### src/rtl/sram_ctrl_pkg.sv
package sram_ctrl_pkg;

   typedef enum logic [2:0] {
      S_IDLE     = 3'd0,
      S_RD_ACT   = 3'd1,
      S_WR_TURN  = 3'd2,
      S_WR_PULSE = 3'd3,
      S_WR_RECOV = 3'd4
   } seq_state_t;

   // ceiling of ns / period, never below one cycle
   function automatic int unsigned ns_to_cycles(input int unsigned ns,
                                                input int unsigned period);
      int unsigned c;
      c = (ns + period - 1) / period;
      return (c == 0) ? 1 : c;
   endfunction

   function automatic int unsigned umax(input int unsigned a, input int unsigned b);
      return (a > b) ? a : b;
   endfunction

endpackage

### src/rtl/sram_lane_gate.sv
module sram_lane_gate #(
   parameter int unsigned LANES  = 2,
   parameter int unsigned LANE_W = 8
) (
   input  logic [LANES*LANE_W-1:0] din,
   input  logic [LANES-1:0]        keep,
   output logic [LANES*LANE_W-1:0] dout
);
   if (LANES < 1)  begin : g_bad_lanes  $error("LANES must be at least 1");  end
   if (LANE_W < 1) begin : g_bad_width  $error("LANE_W must be at least 1"); end

   for (genvar i = 0; i < LANES; i++) begin : g_lane
      assign dout[i*LANE_W +: LANE_W] = keep[i] ? din[i*LANE_W +: LANE_W] : '0;
   end
endmodule

### src/rtl/sram_turn_timer.sv
module sram_turn_timer #(
   parameter int unsigned CYCLES = 2
) (
   input  logic clk,
   input  logic rst_n,
   input  logic load,
   output logic active
);
   localparam int unsigned TW = $clog2(CYCLES + 1);

   if (CYCLES < 1) begin : g_bad_cycles $error("CYCLES must be at least 1"); end

   logic [TW-1:0] remain;

   always_ff @(posedge clk or negedge rst_n) begin
      if (!rst_n)              remain <= '0;
      else if (load)           remain <= TW'(CYCLES);
      else if (remain != '0)   remain <= remain - TW'(1);
   end

   assign active = (remain != '0);

   // a load always opens a release window
   a_r8_load_opens_window: assert property (@(posedge clk) disable iff (!rst_n)
      load |=> active);
endmodule

### src/rtl/sram_async_ctrl.sv
module sram_async_ctrl
   import sram_ctrl_pkg::*;
#(
   parameter int unsigned AW            = 20,
   parameter int unsigned DW            = 16,
   parameter int unsigned CLK_PERIOD_NS = 10,
   parameter int unsigned T_WC_NS       = 55,
   parameter int unsigned T_PWE_NS      = 40,
   parameter int unsigned T_AW_NS       = 40,
   parameter int unsigned T_SD_NS       = 25,
   parameter int unsigned T_RC_NS       = 55,
   parameter int unsigned T_AA_NS       = 55,
   parameter int unsigned T_DOE_NS      = 25,
   parameter int unsigned T_HZOE_NS     = 20
) (
   input  logic              clk,
   input  logic              rst_n,
   input  logic              req_valid,
   input  logic              req_write,
   input  logic [AW-1:0]     req_addr,
   input  logic [DW-1:0]     req_wdata,
   input  logic [DW/8-1:0]   req_mask,
   output logic              busy,
   output logic              rd_valid,
   output logic [DW-1:0]     rd_data,
   output logic              mem_ce1_n,
   output logic              mem_ce2,
   output logic              mem_we_n,
   output logic              mem_oe_n,
   output logic [DW/8-1:0]   mem_be_n,
   output logic [AW-1:0]     mem_addr,
   output logic [DW-1:0]     mem_dq_out,
   output logic              mem_dq_oe,
   input  logic [DW-1:0]     mem_dq_in
);
   localparam int unsigned NL    = DW / 8;
   localparam int unsigned C_WP  = umax(ns_to_cycles(T_PWE_NS, CLK_PERIOD_NS),
                                   umax(ns_to_cycles(T_SD_NS, CLK_PERIOD_NS),
                                        ns_to_cycles(T_AW_NS, CLK_PERIOD_NS)));
   localparam int unsigned C_WC  = ns_to_cycles(T_WC_NS, CLK_PERIOD_NS);
   localparam int unsigned C_REC = (C_WC > C_WP) ? (C_WC - C_WP) : 1;
   localparam int unsigned C_RD  = umax(ns_to_cycles(T_RC_NS, CLK_PERIOD_NS),
                                   umax(ns_to_cycles(T_AA_NS, CLK_PERIOD_NS),
                                        ns_to_cycles(T_DOE_NS, CLK_PERIOD_NS)));
   localparam int unsigned C_HZ  = ns_to_cycles(T_HZOE_NS, CLK_PERIOD_NS);
   localparam int unsigned C_MAX = umax(C_WP, umax(C_REC, C_RD));
   localparam int unsigned CW    = $clog2(C_MAX + 1);

   if (DW % 8 != 0 || DW == 0) begin : g_bad_dw  $error("DW must be a nonzero multiple of 8"); end
   if (AW < 1)                 begin : g_bad_aw  $error("AW must be at least 1"); end
   if (CLK_PERIOD_NS == 0)     begin : g_bad_clk $error("CLK_PERIOD_NS must be nonzero"); end

   seq_state_t     state;
   logic [CW-1:0]  cnt;
   logic [NL-1:0]  lat_mask;
   logic           turn_load;
   logic           turn_busy;
   logic [DW-1:0]  rd_gated;

   assign turn_load = (state == S_RD_ACT) && (cnt == '0);

   sram_turn_timer #(.CYCLES(C_HZ)) u_turn (
      .clk    (clk),
      .rst_n  (rst_n),
      .load   (turn_load),
      .active (turn_busy)
   );

   sram_lane_gate #(.LANES(NL), .LANE_W(8)) u_rd_gate (
      .din  (mem_dq_in),
      .keep (lat_mask),
      .dout (rd_gated)
   );

   always_ff @(posedge clk or negedge rst_n) begin
      if (!rst_n) begin
         state      <= S_IDLE;
         cnt        <= '0;
         lat_mask   <= '0;
         busy       <= 1'b0;
         rd_valid   <= 1'b0;
         rd_data    <= '0;
         mem_ce1_n  <= 1'b1;
         mem_ce2    <= 1'b0;
         mem_we_n   <= 1'b1;
         mem_oe_n   <= 1'b1;
         mem_be_n   <= '1;
         mem_addr   <= '0;
         mem_dq_out <= '0;
         mem_dq_oe  <= 1'b0;
      end else begin
         rd_valid <= 1'b0;
         unique case (state)
            S_IDLE: begin
               if (req_valid) begin
                  if (req_mask == '0) begin
                     if (!req_write) begin
                        rd_valid <= 1'b1;
                        rd_data  <= '0;
                     end
                  end else begin
                     mem_addr   <= req_addr;
                     mem_dq_out <= req_wdata;
                     lat_mask   <= req_mask;
                     busy       <= 1'b1;
                     if (!req_write) begin
                        mem_ce1_n <= 1'b0;
                        mem_ce2   <= 1'b1;
                        mem_oe_n  <= 1'b0;
                        mem_be_n  <= ~req_mask;
                        cnt       <= CW'(C_RD - 1);
                        state     <= S_RD_ACT;
                     end else if (turn_busy) begin
                        state     <= S_WR_TURN;
                     end else begin
                        mem_ce1_n <= 1'b0;
                        mem_ce2   <= 1'b1;
                        mem_we_n  <= 1'b0;
                        mem_be_n  <= ~req_mask;
                        mem_dq_oe <= 1'b1;
                        cnt       <= CW'(C_WP - 1);
                        state     <= S_WR_PULSE;
                     end
                  end
               end
            end
            S_RD_ACT: begin
               if (cnt == '0) begin
                  rd_data   <= rd_gated;
                  rd_valid  <= 1'b1;
                  mem_ce1_n <= 1'b1;
                  mem_ce2   <= 1'b0;
                  mem_oe_n  <= 1'b1;
                  mem_be_n  <= '1;
                  busy      <= 1'b0;
                  state     <= S_IDLE;
               end else begin
                  cnt <= cnt - CW'(1);
               end
            end
            S_WR_TURN: begin
               if (!turn_busy) begin
                  mem_ce1_n <= 1'b0;
                  mem_ce2   <= 1'b1;
                  mem_we_n  <= 1'b0;
                  mem_be_n  <= ~lat_mask;
                  mem_dq_oe <= 1'b1;
                  cnt       <= CW'(C_WP - 1);
                  state     <= S_WR_PULSE;
               end
            end
            S_WR_PULSE: begin
               if (cnt == '0) begin
                  mem_we_n  <= 1'b1;
                  mem_ce1_n <= 1'b1;
                  mem_ce2   <= 1'b0;
                  mem_be_n  <= '1;
                  cnt       <= CW'(C_REC - 1);
                  state     <= S_WR_RECOV;
               end else begin
                  cnt <= cnt - CW'(1);
               end
            end
            S_WR_RECOV: begin
               if (cnt == '0) begin
                  mem_dq_oe <= 1'b0;
                  busy      <= 1'b0;
                  state     <= S_IDLE;
               end else begin
                  cnt <= cnt - CW'(1);
               end
            end
            default: state <= S_IDLE;
         endcase
      end
   end

   // write strobe only inside a selected, lane-enabled, driven window
   a_r2_write_window: assert property (@(posedge clk) disable iff (!rst_n)
      !mem_we_n |-> (!mem_ce1_n && mem_ce2 && (mem_be_n != '1) && mem_dq_oe && mem_oe_n));

   // no driver while the memory may drive
   a_r10_no_contention: assert property (@(posedge clk) disable iff (!rst_n)
      mem_dq_oe |-> mem_oe_n);

   // read strobes keep write enable high
   a_r4_read_strobes: assert property (@(posedge clk) disable iff (!rst_n)
      !mem_oe_n |-> (mem_we_n && !mem_ce1_n && mem_ce2));

   // a selected chip always lies inside a busy window
   a_r3_select_in_busy: assert property (@(posedge clk) disable iff (!rst_n)
      !mem_ce1_n |-> busy);

   // idle sequencer leaves the chip deselected
   a_r9_idle_deselect: assert property (@(posedge clk) disable iff (!rst_n)
      (state == S_IDLE) |-> (mem_ce1_n && !mem_ce2 && (mem_be_n == '1)));

   // zero-mask request strobes nothing
   a_r7_zero_mask_quiet: assert property (@(posedge clk) disable iff (!rst_n)
      (state == S_IDLE && req_valid && req_mask == '0) |=> (mem_ce1_n && !busy));

   // drivers rise only after output enable has been high for two samples
   a_r8_release_gap: assert property (@(posedge clk) disable iff (!rst_n)
      $rose(mem_dq_oe) |-> ($past(mem_oe_n) && $past(mem_oe_n, 2)));
endmodule

### config.mk
export PLATFORM = sky130hd
export DESIGN_NAME = sram_async_ctrl
export DESIGN_NICKNAME = d
export VERILOG_FILES = /design/src/rtl/sram_ctrl_pkg.sv /design/src/rtl/sram_lane_gate.sv /design/src/rtl/sram_turn_timer.sv /design/src/rtl/sram_async_ctrl.sv
export SDC_FILE = /design/constraint.sdc
export NUM_CORES = 1
export LEC_CHECK = 0
export ABC_AREA = 1
export CORE_ASPECT_RATIO = 0.9
export CORE_MARGIN = 8
export CORE_UTILIZATION = 40
export CTS_CLUSTER_SIZE = 12
export DETAILED_ROUTE_END_ITERATION = 7
export PLACE_DENSITY = 0.76
export SYNTH_ARGS = -nofsm -noshare
export SYNTH_HDL_FRONTEND = slang
export SYNTH_SLANG_ARGS = --single-unit
### constraint.sdc
create_clock -name clk -period 1.55 [get_ports clk]
set_clock_uncertainty 0.1 [all_clocks]
set_input_delay 0.155 -clock clk [delete_from_list [all_inputs] [get_ports clk]]
set_output_delay 0.155 -clock clk [all_outputs]
set_load 0.03 [all_outputs]
==> results of run 1 <==
cell families (layout without fill, tap and decap cells):
family                   count (synthesis)  in the layout  synth area share
AND/OR/NAND/NOR                        251            251            0.3134
flip-flops                              71             71            0.5394
buffers and inverters                   39            199           0.05601
AO/OA/AOI/OAI                           37             37           0.07721
adder cells (fa/ha/maj)                  3              3           0.01136
XOR/XNOR                                 1              1          0.002650
where the power goes:
part / internal (mW) / leakage [nW] / switching [mW]
logic: 2.59 / 1.74 / 4.20
registers: 2.75 / 0.892 / 0.504
clock network: 0.995 / 0.120 / 0.697
Yosys cell counts (4+ instances only):
master,count
nor2_1,18
nand3_1,46
o21ai_2,16
dfrtp_1,66
inv_2,4
inv_1,20
dfstp_2,5
o21ai_0,11
buf_2,7
nand2_1,178
area by class of cell:
cell class                      instances  area (µm²)
Clock inverter                          5       78.83
Sequential cell                        71        1783
Timing Repair Buffer                  159        1521
Tap cell                               99       123.9
Inverter                               24       92.59
Multi-Input combinational cell        292        1439
Fill cell                             708        2839
Clock buffer                           11       151.4
how the worst max path moves through the flow:
| stage | startpoint | endpoint | slack, ns | depth (start not counted) |
|---|---|---|---|---|
| floorplan | cnt[0] | rd_data[10] | -0.03 | 10 |
| global placement | state[2] | state[0] | -0.06 | 9 |
| detailed placement | req_mask[0] | mem_addr[15] | -0.09 | 9 |
| CTS | state[0] | cnt[0] | -0.02 | 8 |
| global route | state[1] | rd_data[15] | -0.08 | 9 |
| finish | cnt[1] | rd_data[1] | -0.03 | 10 |
cell usage in the layout (no fill, tap or decap), types with 11 or more instances in the layout:
cell             instances
dfrtp_1                 66
dlygate4sd2_1           56
buf_4                   33
clkbuf_8                11
nand2_1                163
inv_1                   16
clkdlybuf4s50_1         56
nand2_2                 11
nor2_1                  15
nand3_1                 45
o21ai_2                 17
what timing repair did:
item                                    CTS  global route
pin swaps                                 1             4
hold buffers                              1             0
gates resized for setup                  64            34
endpoints found under the hold margin    66             0
buffers inserted                          4             7
cloned                                    1             2
endpoints found under the setup margin   82            44
state kept, by name, indices dropped and copies added, names as in the netlist:
| name | cells |
|---|---|
| mem_addr | 20 |
| mem_dq_out | 16 |
| rd_data | 16 |
| cnt | 3 |
| state | 3 |
| lat_mask | 2 |
| mem_be_n | 2 |
| u_turn.remain | 2 |
| busy | 1 |
| mem_ce1_n | 1 |
| mem_ce2 | 1 |
| mem_dq_oe | 1 |
| mem_oe_n | 1 |
| mem_we_n | 1 |
| rd_valid | 1 |
layer usage:
layer	up-vias	track usage
li1	1587	-
met1	1513	0.2101
met2	108	0.2772
met3	21	0.04962
met4	0	0.06296
met5	-	0
worst reg2reg max path: cells and delay by family (launching register included):
kind,cells,cell delay (ns)
flops,1,0.40
compound gates,1,0.05
simple gates,5,0.46
buf+inv,3,0.34
fa+ha+maj,1,0.14
==> out/results.txt, run 1 <==
Final std cells w/o fill -> 661
Routability Congestion -> 0.9332
Antenna viol nets, final -> 0
Initial Util -> 0.4117
Final worst-path setup slack -> -0.03407 ns
Failing checks -> setup timing
Total chip power -> 11.74 mW
Syn nets -> 463
Layout cells sized above 1 -> 0.2028
Number of cells on the worst reg-to-reg path -> 10
Mapped cell area -> 3306 µm²
Clock transition at the registers of the reported paths -> 0.08 ns
Synth cell types -> 24
Chip Width -> 111.8 µm
H-tree levels -> 3
Clk sinks -> 71
Crit-path slowest cell -> dfrtp_1
Worst-Margin Slew -> 0.3738 ns
Setup CP Type -> flop to flop
Period Utilization, post-route -> 1.022
Post-synth EDFFs -> 0
FFs w/ async S/R, synth -> 1.000
Routed wl met2 -> 4.762 mm
CP max FO -> 8
Num rows -> 31
Antenna diodes -> 0
Root Buffer -> clkbuf_8
Synth area leaders -> dfrtp_1 50%, nand2_1 20%, nand3_1 7.0%
Routed via count -> 3229
Chip Height -> 102.2 µm
Worst setup SP type -> flop
CP endpoint kind -> flop
Share of the synthesized area in the top cell type -> 0.4996
Post-synth top area cell -> dfrtp_1
Detailed Routing Iterations Pass 1 -> 4
Placed inst area -> 4776 µm²
Design area -> 5190 µm²
Top_reg_cell synth -> dfrtp_1
CTS tree -> done
Critical Path, Cell by Cell -> inv_2, ha_4, nand2_4, inv_2, nand4_1, nand2_2, nand2_4, clkbuf_16, nand2_2, o21ai_2
Post-DP HPWL -> 6.993 mm
Die area -> 11430 µm²
RSZ-0062 raised after global routing -> true
LEAKAGE -> 2.750 nW
FF-to-FF End -> rd_data[1]
Met1 wire length -> 4.426 mm
WL per Instance -> 15.11 µm
First-pass GRT wire length -> 15.79 mm
Setup tns final -> -0.3077 ns
Worst slew margin -> 0.7508
Count of final max-slew check failures -> 0
Largest net degree at the start of global routing -> 72
Inserted Clock Buffers -> 9
# IOs -> 119
Fin Hold WS -> 0.2670 ns
Initial antenna violation count -> 0
Worst-skew pair later-pin latency -> 0.33 ns
#FFs+latches synth -> 71
Grt total ovfl -> 0
CTS Buffer Depth -> 2
Post-route DRC -> 0
Fin util -> 0.6464
Fmax -> 0.6313 GHz
Final Hold Fails -> 0
Sequential share of the synthesized area -> 0.5394
Placed Cells -> 630
Worst path max stage delay -> 0.40 ns
WL met3 -> 619 µm
Drt via density -> 4.885
WP data required -> 1.68 ns
Vias in the first global route -> 3267
Crit path DAT -> 1.71 ns
Final setup vio count -> 16
Hold/Removal Path Class -> primary input to async pin
R2R Path Start -> cnt[1]
Mapped Cells -> 402
Max-cap violations -> 0
PwrDens -> 2262 nW/µm²
Core area -> 8029 µm²
Largest delay share family, worst path -> simple AND/OR/NAND/NOR gates
Total track usage -> 0.1697
R2R setup slack -> -0.03 ns
DR top layer -> met4
Outcome -> finished with violations
Mean Syn Cell Area -> 8.223 µm²
Synth Warn # -> 0
NumNets Final -> 618
CP bufs+invs -> 3
Area grow syn2layout -> 57.00%
Worst slack, placed -> -0.09153 ns
DRT Wirelength -> 9.990 mm
VDD IR max -> 1117 µV
Initial DRC Count -> 197
I/O Buffers -> 118
Tmin final -> 1.584 ns
(Power assumes the default switching activity.)
==> run 2, diff against run 1 <==
--- a/config.mk
+++ b/config.mk
@@ -8,10 +8,11 @@
 export ABC_AREA = 1
 export CORE_ASPECT_RATIO = 0.9
 export CORE_MARGIN = 8
-export CORE_UTILIZATION = 40
+export CORE_UTILIZATION = 48
 export CTS_CLUSTER_SIZE = 12
 export DETAILED_ROUTE_END_ITERATION = 7
-export PLACE_DENSITY = 0.76
+export PLACE_DENSITY = 0.85
+export SKIP_LAST_GASP = 1
 export SYNTH_ARGS = -nofsm -noshare
 export SYNTH_HDL_FRONTEND = slang
 export SYNTH_SLANG_ARGS = --single-unit
==> constraint.sdc (replaced) <==
create_clock -name clk -period 2.05 [get_ports clk]
set_clock_uncertainty 0.1 [all_clocks]
set_input_delay 0.205 -clock clk [delete_from_list [all_inputs] [get_ports clk]]
set_output_delay 0.205 -clock clk [all_outputs]
set_load 0.03 [all_outputs]
==> out/results.txt, run 2 (synthesized netlist as in run 1, its figures left out) <==
Outcome -> complete, no violations
Post-DP HPWL -> 7.046 mm
Crit-path slowest cell -> dfrtp_1
CP max FO -> 33
Number of cells on the worst reg-to-reg path -> 9
RSZ-0062 raised after global routing -> false
Logic pwr share -> 0.564
Reg with most FFs -> mem_addr
Clock transition at the registers of the reported paths -> 0.07 ns
Post-route DRC -> 0
Final std cells w/o fill -> 623
Grt total ovfl -> 0
Final Hold Fails -> 0
Fin util -> 0.7302
Core area -> 6621 µm²
Number of flip-flops in the largest register -> 20
# IOs -> 119
Chip Height -> 94.73 µm
Reg power frac -> 0.298
WL per Instance -> 14.93 µm
Detailed Routing Iterations Pass 1 -> 4
Largest registers -> mem_addr: 20 flops, mem_dq_out: 16 flops, rd_data: 16 flops
Fin Hold WS -> 0.3334 ns
Cell depth of the worst hold path -> 3
DRT Wirelength -> 9.302 mm
Drt via density -> 4.917
Routed via count -> 3063
Antenna diodes -> 0
Initial DRC Count -> 128
Chip Width -> 103.5 µm
Worst setup SP type -> flop
PwrDens -> 1713 nW/µm²
Routability Congestion -> 0.9393
Critical Path, Cell by Cell -> inv_1, ha_1, nand2_4, inv_2, nand4_1, nand2_2, nand2_8, nand2_1, o21ai_2
Fillers -> 483
Layout cells sized above 1 -> 0.1088
Crit path depth -> 9
First-pass GRT wire length -> 14.79 mm
Clk sinks -> 71
Die area -> 9802 µm²
Hold/Removal Path Class -> primary input to flop
Largest delay share family, worst path -> simple AND/OR/NAND/NOR gates
Inserted Clock Buffers -> 9
NumNets Final -> 589
H-tree levels -> 3
Final worst-path setup slack -> 0.1616 ns
Worst-skew pair later-pin latency -> 0.32 ns
Final setup vio count -> 0
CP endpoint kind -> flop
Int Pwr -> 4.478 mW
Antenna viol nets, final -> 0
Crit path DAT -> 2.00 ns
Worst path max stage delay -> 0.40 ns
Initial antenna violation count -> 0
CTS tree -> done
Period Utilization, post-route -> 0.9212
Setup tns final -> 0 ns
P_sw -> 3.805 mW
Fmax -> 0.5295 GHz
Design area -> 4835 µm²
VDD IR max -> 775.2 µV
Worst slack, placed -> 0.08983 ns
WP data required -> 2.16 ns
LEAKAGE -> 2.359 nW
Vias in the first global route -> 3063
Largest net degree at the start of global routing -> 45
Root Buffer -> clkbuf_8
Max-cap violations -> 0
Count of final max-slew check failures -> 0
I/O Buffers -> 118
Most common cell after layout, fill and taps aside -> nand2_1
Switching part of the total -> 0.4594
Commonest non-fill, non-tap cells in the layout -> 178 x nand2_1, 117 x clkdlybuf4s50_1, 66 x dfrtp_1, 46 x nand3_1, 20 x inv_1
CTS Buffer Depth -> 2
Area grow syn2layout -> 46.25%
CP bufs+invs -> 2
Worst slew margin -> 0.6074
Clock share of power -> 0.138
Tmin final -> 1.888 ns
Placed inst area -> 4599 µm²
Total chip power -> 8.283 mW
Placed Cells -> 605
Total track usage -> 0.1928
Setup CP Type -> flop to flop
Initial Util -> 0.4992
Num rows -> 28
Worst-Margin Slew -> 0.5867 ns
run 2: changes by cell type in the layout (fill, tap and decap cells not counted), sizes merged, moves of 4 or more:
cell           before  now
clkdlybuf4s50      56  117
dlygate4sd2        56    0
buf                38   12
clkdlybuf4s15       4    0
run 2: worst paths after layout:
check	from	end	slack, ns
max	cnt[0]	rd_data[4]	0.16
min	req_addr[15]	mem_addr[15]	0.33
min reg2reg	mem_dq_out[7]	mem_dq_out[7]	0.37
max in group asynchronous	rst_n	mem_oe_n	1.20
max reg2reg	cnt[0]	rd_data[4]	0.16
min in group asynchronous	rst_n	mem_ce2	0.34
run 2: worst min-delay path: stages:
cell and delay (ns):
clkdlybuf4s50_1 0.39, nand3_1 0.08, nand2_1 0.05
run 2: layout make-up:
cell class / instances / area, µm² / share of cell area
inverters: 24 / 90.09 / 0.01863
multi-input cells: 292 / 1346 / 0.2785
well taps: 90 / 112.6 / 0.02329
repair buffers: 130 / 1294 / 0.2676
clock buffers: 13 / 168.9 / 0.03494
flip-flops and latches: 71 / 1783 / 0.3688
clock inverters: 3 / 40.04 / 0.008282
run 2: power groups by stage:
stage               logic [mW]  registers [mW]  clock network, mW
floorplan                 1.85            3.54                  0
global placement          4.54            2.46                  0
detailed placement        4.68            2.48                  0
CTS                       4.69            2.46               1.17
global route              5.10            2.55               1.21
finish                    4.67            2.47               1.14
run 2: repair_timing:
action / 4_1_cts / 5_1_grt
hold endpoints to repair: 68 / 0
hold buffers: 1 / 0
gates resized for setup: 0 / 1
buffers inserted: 0 / 1
setup endpoints to repair: 0 / 16
run 2: metal layers:
metal  part of all wire  track usage
met5                  0            0
met4             0.0096      0.07581
met3               0.10      0.06176
met2               0.46       0.3058
met1               0.43       0.2388
